$ cat config.mk
export PLATFORM = sky130hd
export DESIGN_NAME = keypad_scanner
export DESIGN_NICKNAME = d
export VERILOG_FILES = /design/src/rtl/kps_pkg.sv /design/src/rtl/kps_scan_seq.sv /design/src/rtl/kps_collect.sv /design/src/rtl/kps_fifo.sv /design/src/rtl/keypad_scanner.sv
export SDC_FILE = /design/constraint.sdc
export NUM_CORES = 1
export LEC_CHECK = 0
export BUFFER_PORTS_ARGS = -buffer_cell sky130_fd_sc_hd__buf_4
export CELL_PAD_IN_SITES_DETAIL_PLACEMENT = 1
export CELL_PAD_IN_SITES_GLOBAL_PLACEMENT = 2
export CORE_MARGIN = 5
export CORE_UTILIZATION = 47
export DETAILED_ROUTE_END_ITERATION = 8
export PLACE_DENSITY_LB_ADDON = 0.1
export RECOVER_POWER = 25
export SYNTH_ARGS = -nofsm -noshare
export SYNTH_HDL_FRONTEND = slang
export SYNTH_SLANG_ARGS = --single-unit
$ cat constraint.sdc
create_clock -name clk -period 12.9 [get_ports clk]
set_clock_uncertainty 0.15 [all_clocks]
set_input_delay 0.645 -clock clk [delete_from_list [all_inputs] [get_ports clk]]
set_output_delay 0.645 -clock clk [all_outputs]
set_load 0.01 [all_outputs]
$ cat src/rtl/kps_pkg.sv
package kps_pkg;
  localparam int ROWS   = 16;
  localparam int COLS   = 8;
  localparam int ROW_W  = $clog2(ROWS);
  localparam int COL_W  = $clog2(COLS);
  localparam int SLOTS  = 8;
  localparam int ENT_W  = 1 + ROW_W + COL_W;
  localparam int SNAP_W = SLOTS * ENT_W;
  localparam int NUM_W  = $clog2(SLOTS + 1);
  localparam int DEB_W  = 10;
  localparam int THR_W  = 4;
  localparam int RPT_W  = 16;
  localparam int TICK_W = 16;
  localparam int IDLY_W = 20;
  localparam int SETTLE = 16;
  localparam int LEAD   = 5;

  typedef enum logic [2:0] {S_OFF, S_LEAD, S_ROW, S_DONE, S_GAP} scan_state_e;

  function automatic logic [ENT_W-1:0] make_entry(input logic [ROW_W-1:0] r,
                                                  input logic [COL_W-1:0] c);
    return {1'b1, r, c};
  endfunction

  function automatic logic [TICK_W-1:0] row_last_tick(input logic [DEB_W-1:0] deb);
    return TICK_W'(SETTLE - 1) + TICK_W'(deb);
  endfunction

  function automatic logic [IDLY_W-1:0] sweep_cycles(input logic [DEB_W-1:0] deb);
    return IDLY_W'(LEAD) + IDLY_W'(ROWS) * (IDLY_W'(SETTLE) + IDLY_W'(deb));
  endfunction
endpackage

$ cat src/rtl/kps_scan_seq.sv
module kps_scan_seq
  import kps_pkg::*;
(
  input  logic              clk,
  input  logic              rst_n,
  input  logic              enable,
  input  logic [DEB_W-1:0]  deb,
  input  logic [RPT_W-1:0]  rpt,
  input  logic [COLS-1:0]   col_n,
  input  logic              key_held,
  output logic [ROWS-1:0]   row_n,
  output logic              sweep_start,
  output logic              row_done,
  output logic [ROW_W-1:0]  row_idx,
  output logic [COLS-1:0]   row_hits,
  output logic              sweep_done
);
  scan_state_e       state_q;
  logic [TICK_W-1:0] tick_q;
  logic [ROW_W-1:0]  row_q;
  logic [COLS-1:0]   sync1_q, sync2_q, cap_q;
  logic              bad_q;
  logic              at_cap, row_end;
  logic [COLS-1:0]   cur_cap;
  logic              cur_bad;

  always_comb begin
    at_cap  = (state_q == S_ROW) && (tick_q == TICK_W'(SETTLE - 1));
    cur_cap = at_cap ? sync2_q : cap_q;
    cur_bad = bad_q | ((state_q == S_ROW) && (tick_q > TICK_W'(SETTLE - 1)) &&
                       (sync2_q != cap_q));
    row_end = (state_q == S_ROW) && (tick_q == row_last_tick(deb));
  end

  assign row_done    = row_end;
  assign row_idx     = row_q;
  assign row_hits    = cur_bad ? '0 : ~cur_cap;
  assign sweep_done  = (state_q == S_DONE);
  assign sweep_start = (state_q == S_LEAD) && (tick_q == '0);
  assign row_n       = (state_q == S_ROW) ? ~(ROWS'(1) << row_q) : '1;

  always_ff @(posedge clk or negedge rst_n) begin
    if (!rst_n) begin
      sync1_q <= '1;
      sync2_q <= '1;
    end else begin
      sync1_q <= col_n;
      sync2_q <= sync1_q;
    end
  end

  always_ff @(posedge clk or negedge rst_n) begin
    if (!rst_n) begin
      state_q <= S_OFF;
      tick_q  <= '0;
      row_q   <= '0;
      cap_q   <= '1;
      bad_q   <= 1'b0;
    end else if (!enable) begin
      state_q <= S_OFF;
      tick_q  <= '0;
      row_q   <= '0;
      bad_q   <= 1'b0;
    end else begin
      case (state_q)
        S_OFF: begin
          state_q <= S_LEAD;
          tick_q  <= '0;
        end
        S_LEAD: begin
          if (tick_q == TICK_W'(LEAD - 1)) begin
            state_q <= S_ROW;
            tick_q  <= '0;
            row_q   <= '0;
            bad_q   <= 1'b0;
          end else tick_q <= tick_q + 1'b1;
        end
        S_ROW: begin
          cap_q <= cur_cap;
          bad_q <= cur_bad;
          if (row_end) begin
            tick_q <= '0;
            bad_q  <= 1'b0;
            if (row_q == ROW_W'(ROWS - 1)) state_q <= S_DONE;
            else row_q <= row_q + 1'b1;
          end else tick_q <= tick_q + 1'b1;
        end
        S_DONE: begin
          tick_q  <= '0;
          state_q <= (key_held && rpt != '0) ? S_GAP : S_LEAD;
        end
        S_GAP: begin
          if (tick_q == TICK_W'(rpt) - 1'b1) begin
            state_q <= S_LEAD;
            tick_q  <= '0;
          end else tick_q <= tick_q + 1'b1;
        end
        default: state_q <= S_OFF;
      endcase
    end
  end


  one_row_chk: assert property (@(posedge clk) disable iff (!rst_n)
    $countones(~row_n) <= 1);

  off_rows_chk: assert property (@(posedge clk) disable iff (!rst_n)
    !enable |=> (row_n == '1));
endmodule

$ cat src/rtl/kps_collect.sv
module kps_collect
  import kps_pkg::*;
(
  input  logic              clk,
  input  logic              rst_n,
  input  logic              enable,
  input  logic              clear,
  input  logic              row_done,
  input  logic [ROW_W-1:0]  row_idx,
  input  logic [COLS-1:0]   row_hits,
  input  logic [COLS-1:0]   row_mask,
  input  logic              sweep_done,
  output logic              key_held,
  output logic              push,
  output logic [SNAP_W-1:0] push_data
);
  logic [SLOTS-1:0][ENT_W-1:0] snap_q, snap_d;
  logic [NUM_W-1:0]            num_q, num_d;

  always_comb begin
    snap_d = snap_q;
    num_d  = num_q;
    if (!enable || clear) begin
      snap_d = '0;
      num_d  = '0;
    end else if (row_done) begin
      for (int c = 0; c < COLS; c++) begin
        if (row_hits[c] && !row_mask[c] && num_d < NUM_W'(SLOTS)) begin
          snap_d[num_d[NUM_W-2:0]] = make_entry(row_idx, COL_W'(c));
          num_d = num_d + 1'b1;
        end
      end
    end
  end

  always_ff @(posedge clk or negedge rst_n) begin
    if (!rst_n) begin
      snap_q <= '0;
      num_q  <= '0;
    end else begin
      snap_q <= snap_d;
      num_q  <= num_d;
    end
  end

  assign key_held  = (num_q != '0);
  assign push      = sweep_done && key_held;
  assign push_data = snap_q;


  push_valid_chk: assert property (@(posedge clk) disable iff (!rst_n)
    push |-> push_data[ENT_W-1]);

  slot_cap_chk: assert property (@(posedge clk) disable iff (!rst_n)
    num_q <= NUM_W'(SLOTS));
endmodule

$ cat src/rtl/kps_fifo.sv
module kps_fifo #(
  parameter int DEPTH = 4,
  parameter int W     = 64,
  localparam int PTR_W = (DEPTH > 1) ? $clog2(DEPTH) : 1,
  localparam int CNT_W = $clog2(DEPTH + 1)
) (
  input  logic             clk,
  input  logic             rst_n,
  input  logic             push,
  input  logic [W-1:0]     din,
  input  logic             pop,
  output logic [W-1:0]     dout,
  output logic [CNT_W-1:0] count,
  output logic             push_ok
);
  logic [W-1:0]     mem_q [DEPTH];
  logic [PTR_W-1:0] wr_q, rd_q;
  logic             pop_ok;

  function automatic logic [PTR_W-1:0] bump(input logic [PTR_W-1:0] p);
    return (p == PTR_W'(DEPTH - 1)) ? '0 : p + 1'b1;
  endfunction

  assign push_ok = push && (count != CNT_W'(DEPTH));
  assign pop_ok  = pop && (count != '0);
  assign dout    = (count != '0) ? mem_q[rd_q] : '0;

  always_ff @(posedge clk or negedge rst_n) begin
    if (!rst_n) begin
      wr_q  <= '0;
      rd_q  <= '0;
      count <= '0;
      for (int i = 0; i < DEPTH; i++) mem_q[i] <= '0;
    end else begin
      if (push_ok) begin
        mem_q[wr_q] <= din;
        wr_q        <= bump(wr_q);
      end
      if (pop_ok) rd_q <= bump(rd_q);
      count <= count + CNT_W'(push_ok) - CNT_W'(pop_ok);
    end
  end


  no_overflow_chk: assert property (@(posedge clk) disable iff (!rst_n)
    count <= CNT_W'(DEPTH));

  full_drop_chk: assert property (@(posedge clk) disable iff (!rst_n)
    (count == CNT_W'(DEPTH) && push && !pop) |=> $stable(count));

  empty_pop_chk: assert property (@(posedge clk) disable iff (!rst_n)
    (count == '0 && pop && !push) |=> (count == '0));
endmodule

$ cat src/rtl/keypad_scanner.sv
module keypad_scanner
  import kps_pkg::*;
#(
  parameter int FIFO_DEPTH = 4
) (
  input  logic        clk,
  input  logic        rst_n,
  input  logic        bus_wr,
  input  logic        bus_rd,
  input  logic [7:0]  bus_addr,
  input  logic [31:0] bus_wdata,
  output logic [31:0] bus_rdata,
  output logic [15:0] row_n,
  input  logic [7:0]  col_n,
  output logic        irq
);
  localparam int CNT_W = $clog2(FIFO_DEPTH + 1);
  localparam logic [7:0] A_CTL = 8'h00, A_INT = 8'h04, A_GAP = 8'h08,
                         A_DLY = 8'h0C, A_LO  = 8'h10, A_HI  = 8'h14,
                         A_MSK = 8'h38;

  logic               en_q, ie_q, stat_q;
  logic [DEB_W-1:0]   deb_q;
  logic [THR_W-1:0]   thr_q;
  logic [RPT_W-1:0]   rpt_q;
  logic [COLS-1:0]    mask_q [ROWS];

  logic               sweep_start, row_done, sweep_done, key_held, push, push_ok, pop;
  logic [ROW_W-1:0]   row_idx;
  logic [COLS-1:0]    row_hits;
  logic [SNAP_W-1:0]  push_data, head;
  logic [CNT_W-1:0]   count;
  logic [CNT_W:0]     count_next;
  logic               stat_set, stat_clr, wr_mask;
  logic [7:0]         moff;
  logic [ROW_W-1:0]   midx;

  kps_scan_seq u_seq (
    .clk, .rst_n, .enable(en_q), .deb(deb_q), .rpt(rpt_q), .col_n,
    .key_held, .row_n, .sweep_start, .row_done, .row_idx, .row_hits, .sweep_done
  );

  kps_collect u_col (
    .clk, .rst_n, .enable(en_q), .clear(sweep_start), .row_done, .row_idx,
    .row_hits, .row_mask(mask_q[row_idx]), .sweep_done, .key_held, .push, .push_data
  );

  kps_fifo #(.DEPTH(FIFO_DEPTH), .W(SNAP_W)) u_fifo (
    .clk, .rst_n, .push, .din(push_data), .pop, .dout(head), .count, .push_ok
  );

  assign pop        = bus_rd && (bus_addr == A_HI);
  assign count_next = (CNT_W+1)'(count) + (CNT_W+1)'(push_ok) -
                      (CNT_W+1)'(pop && count != '0);
  assign stat_set   = push_ok && (thr_q != '0) && (count_next >= (CNT_W+1)'(thr_q));
  assign stat_clr   = bus_wr && (bus_addr == A_INT) && bus_wdata[2];
  assign moff       = bus_addr - A_MSK;
  assign midx       = moff[ROW_W+1:2];
  assign wr_mask    = bus_wr && (bus_addr >= A_MSK) && (moff < 8'(ROWS * 4)) &&
                      (bus_addr[1:0] == 2'b00);
  assign irq        = stat_q && ie_q;

  always_ff @(posedge clk or negedge rst_n) begin
    if (!rst_n) begin
      en_q   <= 1'b0;
      ie_q   <= 1'b0;
      deb_q  <= '0;
      thr_q  <= '0;
      rpt_q  <= '0;
      stat_q <= 1'b0;
      for (int r = 0; r < ROWS; r++) mask_q[r] <= '0;
    end else begin
      if (bus_wr && bus_addr == A_CTL) begin
        en_q  <= bus_wdata[0];
        ie_q  <= bus_wdata[3];
        deb_q <= bus_wdata[4 +: DEB_W];
        thr_q <= bus_wdata[14 +: THR_W];
      end
      if (bus_wr && bus_addr == A_GAP) rpt_q <= bus_wdata[RPT_W-1:0];
      if (wr_mask) mask_q[midx] <= bus_wdata[COLS-1:0];
      if (stat_set)      stat_q <= 1'b1;
      else if (stat_clr) stat_q <= 1'b0;
    end
  end

  always_comb begin
    bus_rdata = '0;
    if (bus_rd) begin
      case (bus_addr)
        A_CTL: bus_rdata = {14'b0, thr_q, deb_q, ie_q, 2'b0, en_q};
        A_INT: bus_rdata = {24'b0, 4'(count), 1'b0, stat_q, 2'b0};
        A_GAP: bus_rdata = 32'(rpt_q);
        A_DLY: bus_rdata = 32'(sweep_cycles(deb_q));
        A_LO:  bus_rdata = head[31:0];
        A_HI:  bus_rdata = head[63:32];
        default: if (bus_addr >= A_MSK && moff < 8'(ROWS * 4) && bus_addr[1:0] == 2'b00)
                   bus_rdata = 32'(mask_q[midx]);
      endcase
    end
  end


  w1c_clear_chk: assert property (@(posedge clk) disable iff (!rst_n)
    (stat_clr && !stat_set) |=> !stat_q);

  stat_sticky_chk: assert property (@(posedge clk) disable iff (!rst_n)
    (stat_q && !stat_clr) |=> stat_q);
endmodule

### Word level (Yosys, flattened, before mapping)

Index checks and enable logic that the tools add are counted.

* shift-type cells: 1
* bitwise gates (word level): 7
* add/sub/neg operators: 21
* equality and inequality tests: 25
* reductions and logical operators: 73
* $lt $le $gt $ge: 34
* divide/modulo/power cells: 0
* muxes and demuxes: 119
* multiply operators: 0

Operator list (number)
* $mux W64: 28
* $bwmux W64: 8
* $bwmux W256: 1
* $demux W8 S3: 8
* $pmux W32 S6: 1
* $bmux W64 S2: 1
* $bwmux W128: 1
* $demux W64 S2: 1
* $mux W8: 16
* $mux W4: 28
* $mux W16: 5
* $bmux W8 S4: 2
* $pmux W16 S4: 1
* $logic_and A1 B1 Y1: 48
* $add A4 B1 Y4 const B: 9
* $demux W8 S4: 1
* $eq A16 B16 Y1: 2
* $lt A3 B4 Y1 const B: 8
* $lt A4 B4 Y1 const B: 8
* $mux W32: 1
* $ge A3 B1 Y1 const B: 8
* $mux W3: 6
* $add A16 B1 Y16 const B: 1
* $add A3 B15 Y16 const A: 1
* 56 further kinds: 86

* register bits: 540
* bits in latches: 0
* output and inout bits: 49
* memory bits (writable): 0
* memory bits (read-only): 0
* memories: 0
* word-level logic and storage cells: 325
* bits of input ports: 52

### Longest topological paths before layout

* word-level depth: 48
* mapped depth: 34
* depth with buffers taken out: 31

### Hierarchy

From an unflattened synthesis, not the netlist that was laid out.

* cell total of the unflattened synthesis: 2521
* area total of the unflattened synthesis: 30598.1 um^2

By module, submodules not included
* kps_fifo: instances 1, area each 12010.3 um^2, cells each 726
* keypad_scanner: instances 1, area each 9590.4 um^2, cells each 716
* kps_collect: instances 1, area each 5352.6 um^2, cells each 643
* kps_scan_seq: instances 1, area each 3644.7 um^2, cells each 436

### Worst setup path after synthesis

Ideal clock, no wire load.

* path type: register to register
* start: register u_seq.row_q[1], in the netlist u_seq.row_idx[1]
* end: register u_col.snap_q, in the netlist u_col.push_data[60]
* path slack: 5.877 ns
* cell stages (with the launch flop): 32
* arrival: 6.786 ns
* period minus slack after synthesis: 7.023 ns
* library setup time: 0.087 ns
* data required time: 12.663 ns
* path buffers: 3
* cells stage by stage: dfrtp_1 > buf_4 > mux4_2 > mux2i_1 > mux2_4 > nand3_2 > o21ai_0 > and2_1 > clkbuf_1 > inv_1 > ha_1 > nand2b_1 > nor4_1 > a2111oi_4 > nor2_2 > a21oi_1 > o21ai_0 > inv_1 > ha_1 > and3_1 > o211ai_1 > and3_1 > inv_1 > ha_1 > xnor3_1 > xnor2_1 > nand2_1 > mux2i_1 > and3_1 > buf_2 > o41a_4 > a211oi_2

* word-level cells in the longest chain between the ends: 48

RTL lines
* start, declared: line kps_scan_seq.sv:20 `logic [ROW_W-1:0] row_q;`
* start signal, assigned: line kps_scan_seq.sv:85 `else row_q <= row_q + 1'b1;`
* $not A4 Y5 (not written as such): line keypad_scanner.sv:45 `.row_hits, .row_mask(mask_q[row_idx]), .sweep_done, .key_held, .push, .push_data`
* $bmux W8 S4: line keypad_scanner.sv:45
* $mux W8 (not written as such) (2 in a row): line keypad_scanner.sv:45
* $logic_not A1 Y1: line kps_collect.sv:28 `if (row_hits[c] && !row_mask[c] && num_d < NUM_W'(SLOTS)) begin`
* $logic_and A1 B1 Y1 (2 in a row): line kps_collect.sv:28
* $mux W4: line kps_collect.sv:28
* $mux W4: line kps_collect.sv:26 `end else if (row_done) begin`
* $mux W4: line kps_collect.sv:23 `if (!enable || clear) begin`
* (+30 left out)
* $lt A3 B4 Y1 (not written as such) or $ge A3 B1 Y1 (tied branches): line kps_collect.sv:29 `snap_d[num_d[NUM_W-2:0]] = make_entry(row_idx, COL_W'(c));`
* $logic_and A1 B1 Y1 (not written as such): line kps_collect.sv:29
* $mux W8 (not written as such): line kps_collect.sv:29
* $demux W8 S3
* $bwmux W64: line kps_collect.sv:29
* $mux W64 (*): line kps_collect.sv:28
* $mux W64 (*): line kps_collect.sv:26
* $mux W64 (*): line kps_collect.sv:23
* end signal, assigned: line kps_collect.sv:41 `snap_q <= snap_d;`
* end, declared: line kps_collect.sv:17 `logic [SLOTS-1:0][ENT_W-1:0] snap_q, snap_d;`

Every way passes the cells marked *; elsewhere a longest branch is shown, timed or not. The select of a mux whose other input is x is not followed.
A chain may end at the register's enable or synchronous reset.

### Worst setup path after layout

* start: register u_seq.tick_q[14]
* end: register u_col.snap_q, in the netlist u_col.push_data[20]

* word-level cells in the longest chain between the ends: 48

RTL lines
* start, declared: line kps_scan_seq.sv:19 `logic [TICK_W-1:0] tick_q;`
* start signal, assigned: line kps_scan_seq.sv:76 `end else tick_q <= tick_q + 1'b1;`
* start signal, assigned: line kps_scan_seq.sv:86 `end else tick_q <= tick_q + 1'b1;`
* start signal, assigned: line kps_scan_seq.sv:96 `end else tick_q <= tick_q + 1'b1;`
* $gt A16 B4 Y1 or $eq A16 B4 Y1 (tied branches): line kps_scan_seq.sv:30, kps_scan_seq.sv:28
* $logic_and A1 B1 Y1 (on tied branches): line kps_scan_seq.sv:30, kps_scan_seq.sv:28
* $logic_and A1 B1 Y1 or $mux W8 (tied branches): line kps_scan_seq.sv:30, kps_scan_seq.sv:29
* $or A1 B1 Y1 or $not A8 Y8 (tied branches): line kps_scan_seq.sv:30, kps_scan_seq.sv:37
* $mux W8: line kps_scan_seq.sv:37 `assign row_hits = cur_bad ? '0 : ~cur_cap;`
* $logic_and A1 B1 Y1 (2 in a row): line kps_collect.sv:28
* $mux W4: line kps_collect.sv:28
* $mux W4: line kps_collect.sv:26
* (+31 left out)
* $lt A3 B4 Y1 (not written as such) or $ge A3 B1 Y1 (tied branches): line kps_collect.sv:29
* $logic_and A1 B1 Y1 (not written as such): line kps_collect.sv:29
* $mux W8 (not written as such): line kps_collect.sv:29
* $demux W8 S3
* $bwmux W64: line kps_collect.sv:29
* $mux W64: line kps_collect.sv:28
* $mux W64: line kps_collect.sv:26
* $mux W64: line kps_collect.sv:23

Parallel ways exist; a longest one is shown, timed or not. The select of a mux whose other input is x is not followed.

==> results.json <==
{
  "outcome": "finished, violations left",
  "die_area_um2": 67550,
  "maxCapViolations": 2,
  "antenna_found_initial": 1,
  "fin_hold_ws_ns": 0.09490,
  "cts_buffers": 58,
  "syn2layout_area_growth_pct": 12.13,
  "drc": 0,
  "synth_edf_count": 0,
  "drtIter0Drc": 1225,
  "final_layout_size_suffix_gt1_share_pct": 33.16,
  "die_w_um": 259.9,
  "place_ws_ns": 3.467,
  "ys_types": 100,
  "cts_root_buf": "clkbuf_16",
  "synth_top_area_share_pct": 43.99,
  "worst-slew-pin-transition_ns": 6.745,
  "ys_warn_count": 0,
  "synthTopCellsByArea": "dfrtp_1, mux2_2, mux4_2",
  "min_delay_path_depth": 2,
  "reg2reg_depth": 26,
  "cts_buffer_depth": 3,
  "die_h_um": 259.9,
  "critPathCaptureType": "flip-flop",
  "htreeDepth": 2,
  "instances_no_fill": 3373,
  "viasPerCell": 6.186,
  "fill_cells": 6303,
  "yosysTopAreaCell": "dfrtp_1",
  "place.gp.congestion": 0.8824,
  "first_pass_iters": 5,
  "placementRows": 91,
  "grt_pass1_vias": 22650,
  "vias": 20870,
  "clk_latency_ns": 0.64,
  "place_inst": 3256,
  "worst-path-max-fanout": 8,
  "nets": 2576,
  "overflow": 0,
  "yosysSeqAreaShare_pct": 46.14,
  "ios": 101,
  "ir_worst_vdd_mv": 0.09577,
  "hold_path_class": "input pin to flip-flop",
  "p_per_area_nw_per_um2": 134.1,
  "timing.fmax_mhz": 104.3,
  "avgSynthCellArea_um2": 12.00,
  "grt_pass1_wl_mm": 141.3,
  "hold_violations": 0,
  "synth_nets": 2535,
  "mostFrequentLayoutCells": "dfrtp_1, mux2_2, nand2_1, nor2_1, mux4_2",
  "finalMaxSlewViolations": 190,
  "postSynthCellCount": 2447,
  "leakage_nw": 15.05,
  "synth_area_um2": 29350,
  "grt_max_degree": 118,
  "cts_sinks": 540,
  "clk_pin_slew_ns": 0.07,
  "fin_ws_ns": 3.309,
  "hpwl_mm": 60.99,
  "portBuffers": 86,
  "rsz0062_at_grt": "false",
  "cts_tree": "yes",
  "slew_headroom_pct": -349.7,
  "crit_type": "flip-flop to flip-flop",
  "ys_ff_latch": 540,
  "p_total_mw": 4.415,
  "num_antenna_cells": 0,
  "fin_crit_sh_pct": 74.35,
  "worst_setup_path_start_kind": "flip-flop",
  "violations": "max-capacitance violations, max-slew violations",
  "finalWirelength_mm": 90.73,
  "mostFrequentLayoutCell": "dfrtp_1",
  "setup-violations-final": 0,
  "worstPathRequired_ns": 13.30,
  "fin_setup_tns_ns": 0,
  "coreArea_um2": 61830,
  "min_period_ns": 9.591,
  "arrival_ns": 9.99,
  "synthArstFlopShare_pct": 100.0,
  "routedWlPerCell_um": 26.90,
  "grt_usage_pct": 26.97,
  "antenna_left": 0,
  "initial_core_util_pct": 47.48,
  "synthFlopType": "dfrtp_1"
}
## repair_timing
action | in CTS | in global routing
hold endpoints to repair | 48 | 0
hold buffers | 9 | 0
resized for setup | 0 | 0
buffers inserted | 0 | 0
## routing by layer
metal | up-vias | share of wire (%) | global-route usage, %
met5 | - | 0 | 0
met3 | 130 | 5.0 | 4.534
li1 | 9168 | - | -
met4 | 0 | 2.8 | 7.310
met2 | 475 | 47 | 43.82
met1 | 11090 | 45 | 37.94
## cells in the mapped netlist (6+ instances only)
| library cell | instances |
|---|---|
| a211oi_1 | 6 |
| a21boi_0 | 7 |
| a21o_1 | 10 |
| a21oi_1 | 77 |
| a221oi_1 | 6 |
| a22o_1 | 7 |
| a22oi_1 | 29 |
| a311oi_1 | 6 |
| a31oi_1 | 17 |
| and2_1 | 14 |
| and3_1 | 27 |
| buf_1 | 20 |
| buf_2 | 11 |
| clkbuf_1 | 117 |
| dfrtp_1 | 516 |
| dfstp_2 | 24 |
| ha_1 | 35 |
| inv_1 | 55 |
| mux2_2 | 412 |
| mux2i_1 | 53 |
| mux4_2 | 139 |
| nand2_1 | 197 |
| nand2b_1 | 24 |
| nand3_1 | 75 |
| nand3b_1 | 7 |
| nand4_1 | 14 |
| nor2_1 | 142 |
| nor2b_1 | 7 |
| nor3_1 | 25 |
| nor3b_1 | 6 |
| nor4_1 | 15 |
| o211ai_1 | 15 |
| o21a_1 | 7 |
| o21ai_0 | 104 |
| o21ai_1 | 7 |
| o221ai_1 | 6 |
| o22ai_1 | 13 |
| o31ai_1 | 15 |
| or3_1 | 17 |
| xnor2_1 | 41 |
| xor2_1 | 21 |
## cells by family (layout without fill, tap and decap cells)
| kind of cell | count (synthesis) | count (layout) | synth area share (%) |
|---|---|---|---|
| multiplexers | 606 | 606 | 28.40 |
| AND/OR/NAND/NOR | 603 | 603 | 9.885 |
| flip-flops | 540 | 540 | 46.14 |
| AO/OA/AOI/OAI | 383 | 383 | 8.857 |
| buffers and inverters | 210 | 299 | 2.771 |
| XOR/XNOR | 69 | 69 | 2.387 |
| adder cells (fa/ha/maj) | 36 | 36 | 1.560 |
## flip-flops by register name (all words and copies together) (netlist names), 8 cells and up
register	count
u_seq.tick_q	16
u_seq.sync1_q	8
deb_q	10
mask_q	128
u_fifo.mem_q	256
u_seq.sync2_q	8
u_seq.cap_q	8
u_col.push_data	64
rpt_q	16
## critical path: stages (launching register included)
cell	delay (ns)
dfrtp_1	0.44
nor4_1	0.71
nand4_1	0.78
o21ai_1	0.58
nand3_2	0.28
xnor2_1	0.21
a21oi_1	0.48
nor2_1	0.23
ha_1	0.36
or3_1	0.44
o21ai_0	0.19
inv_1	0.15
ha_1	0.23
xnor3_1	0.41
o22ai_1	0.43
a211o_1	0.20
nand4b_1	0.10
and3_1	0.30
inv_1	0.16
ha_1	0.19
xnor3_1	0.45
xor2_1	0.21
and2_1	0.21
mux2i_1	0.35
o31ai_2	0.15
o31ai_2	0.81
mux2i_1	0.30
## final cells by class
type	instances	area [um^2]	area share (%)
Sequential cell	540	13550	41.17
Clock inverter	20	314.1	0.9541
Tap cell	837	1047	3.182
Multi-Input combinational cell	1697	15080	45.82
Timing Repair Buffer	132	1006	3.056
Clock buffer	88	1694	5.147
Inverter	59	221.5	0.6728
## where the power goes
part | internal [mW] | switching, mW | total [mW]
Sequential | 1.73 | 0.0376 | 1.77
Clock | 1.03 | 0.718 | 1.75
Combinational | 0.325 | 0.578 | 0.902
Total | 3.08 | 1.33 | 4.42
## worst paths after layout
| check | startpoint | end | slack (ns) |
|---|---|---|---|
| hold / removal | bus_wdata[11] | rpt_q[11] | 0.09 |
| hold reg to reg | u_seq.sync1_q[6] | u_seq.sync2_q[6] | 0.17 |
| setup / recovery | u_seq.tick_q[14] | u_col.push_data[20] | 3.31 |
| setup reg to reg | u_seq.tick_q[14] | u_col.push_data[20] | 3.31 |
| min in group asynchronous | rst_n | u_seq.tick_q[14] | 2.95 |
| max in group asynchronous | rst_n | mask_q[1] | 3.81 |
## stage by stage
| step | util [%] | instance area (um^2) |
|---|---|---|
| 5_1_grt | 53.24 | 32920 |
| 3_5_place_dp | 49.87 | 30830 |
| 4_1_cts | 53.26 | 32930 |
| 2_1_floorplan | - | 29350 |
| 6_report | 53.24 | 32920 |
| 3_3_place_gp | 49.87 | 30830 |
No activity file was read; power rests on OpenSTA's default activity.
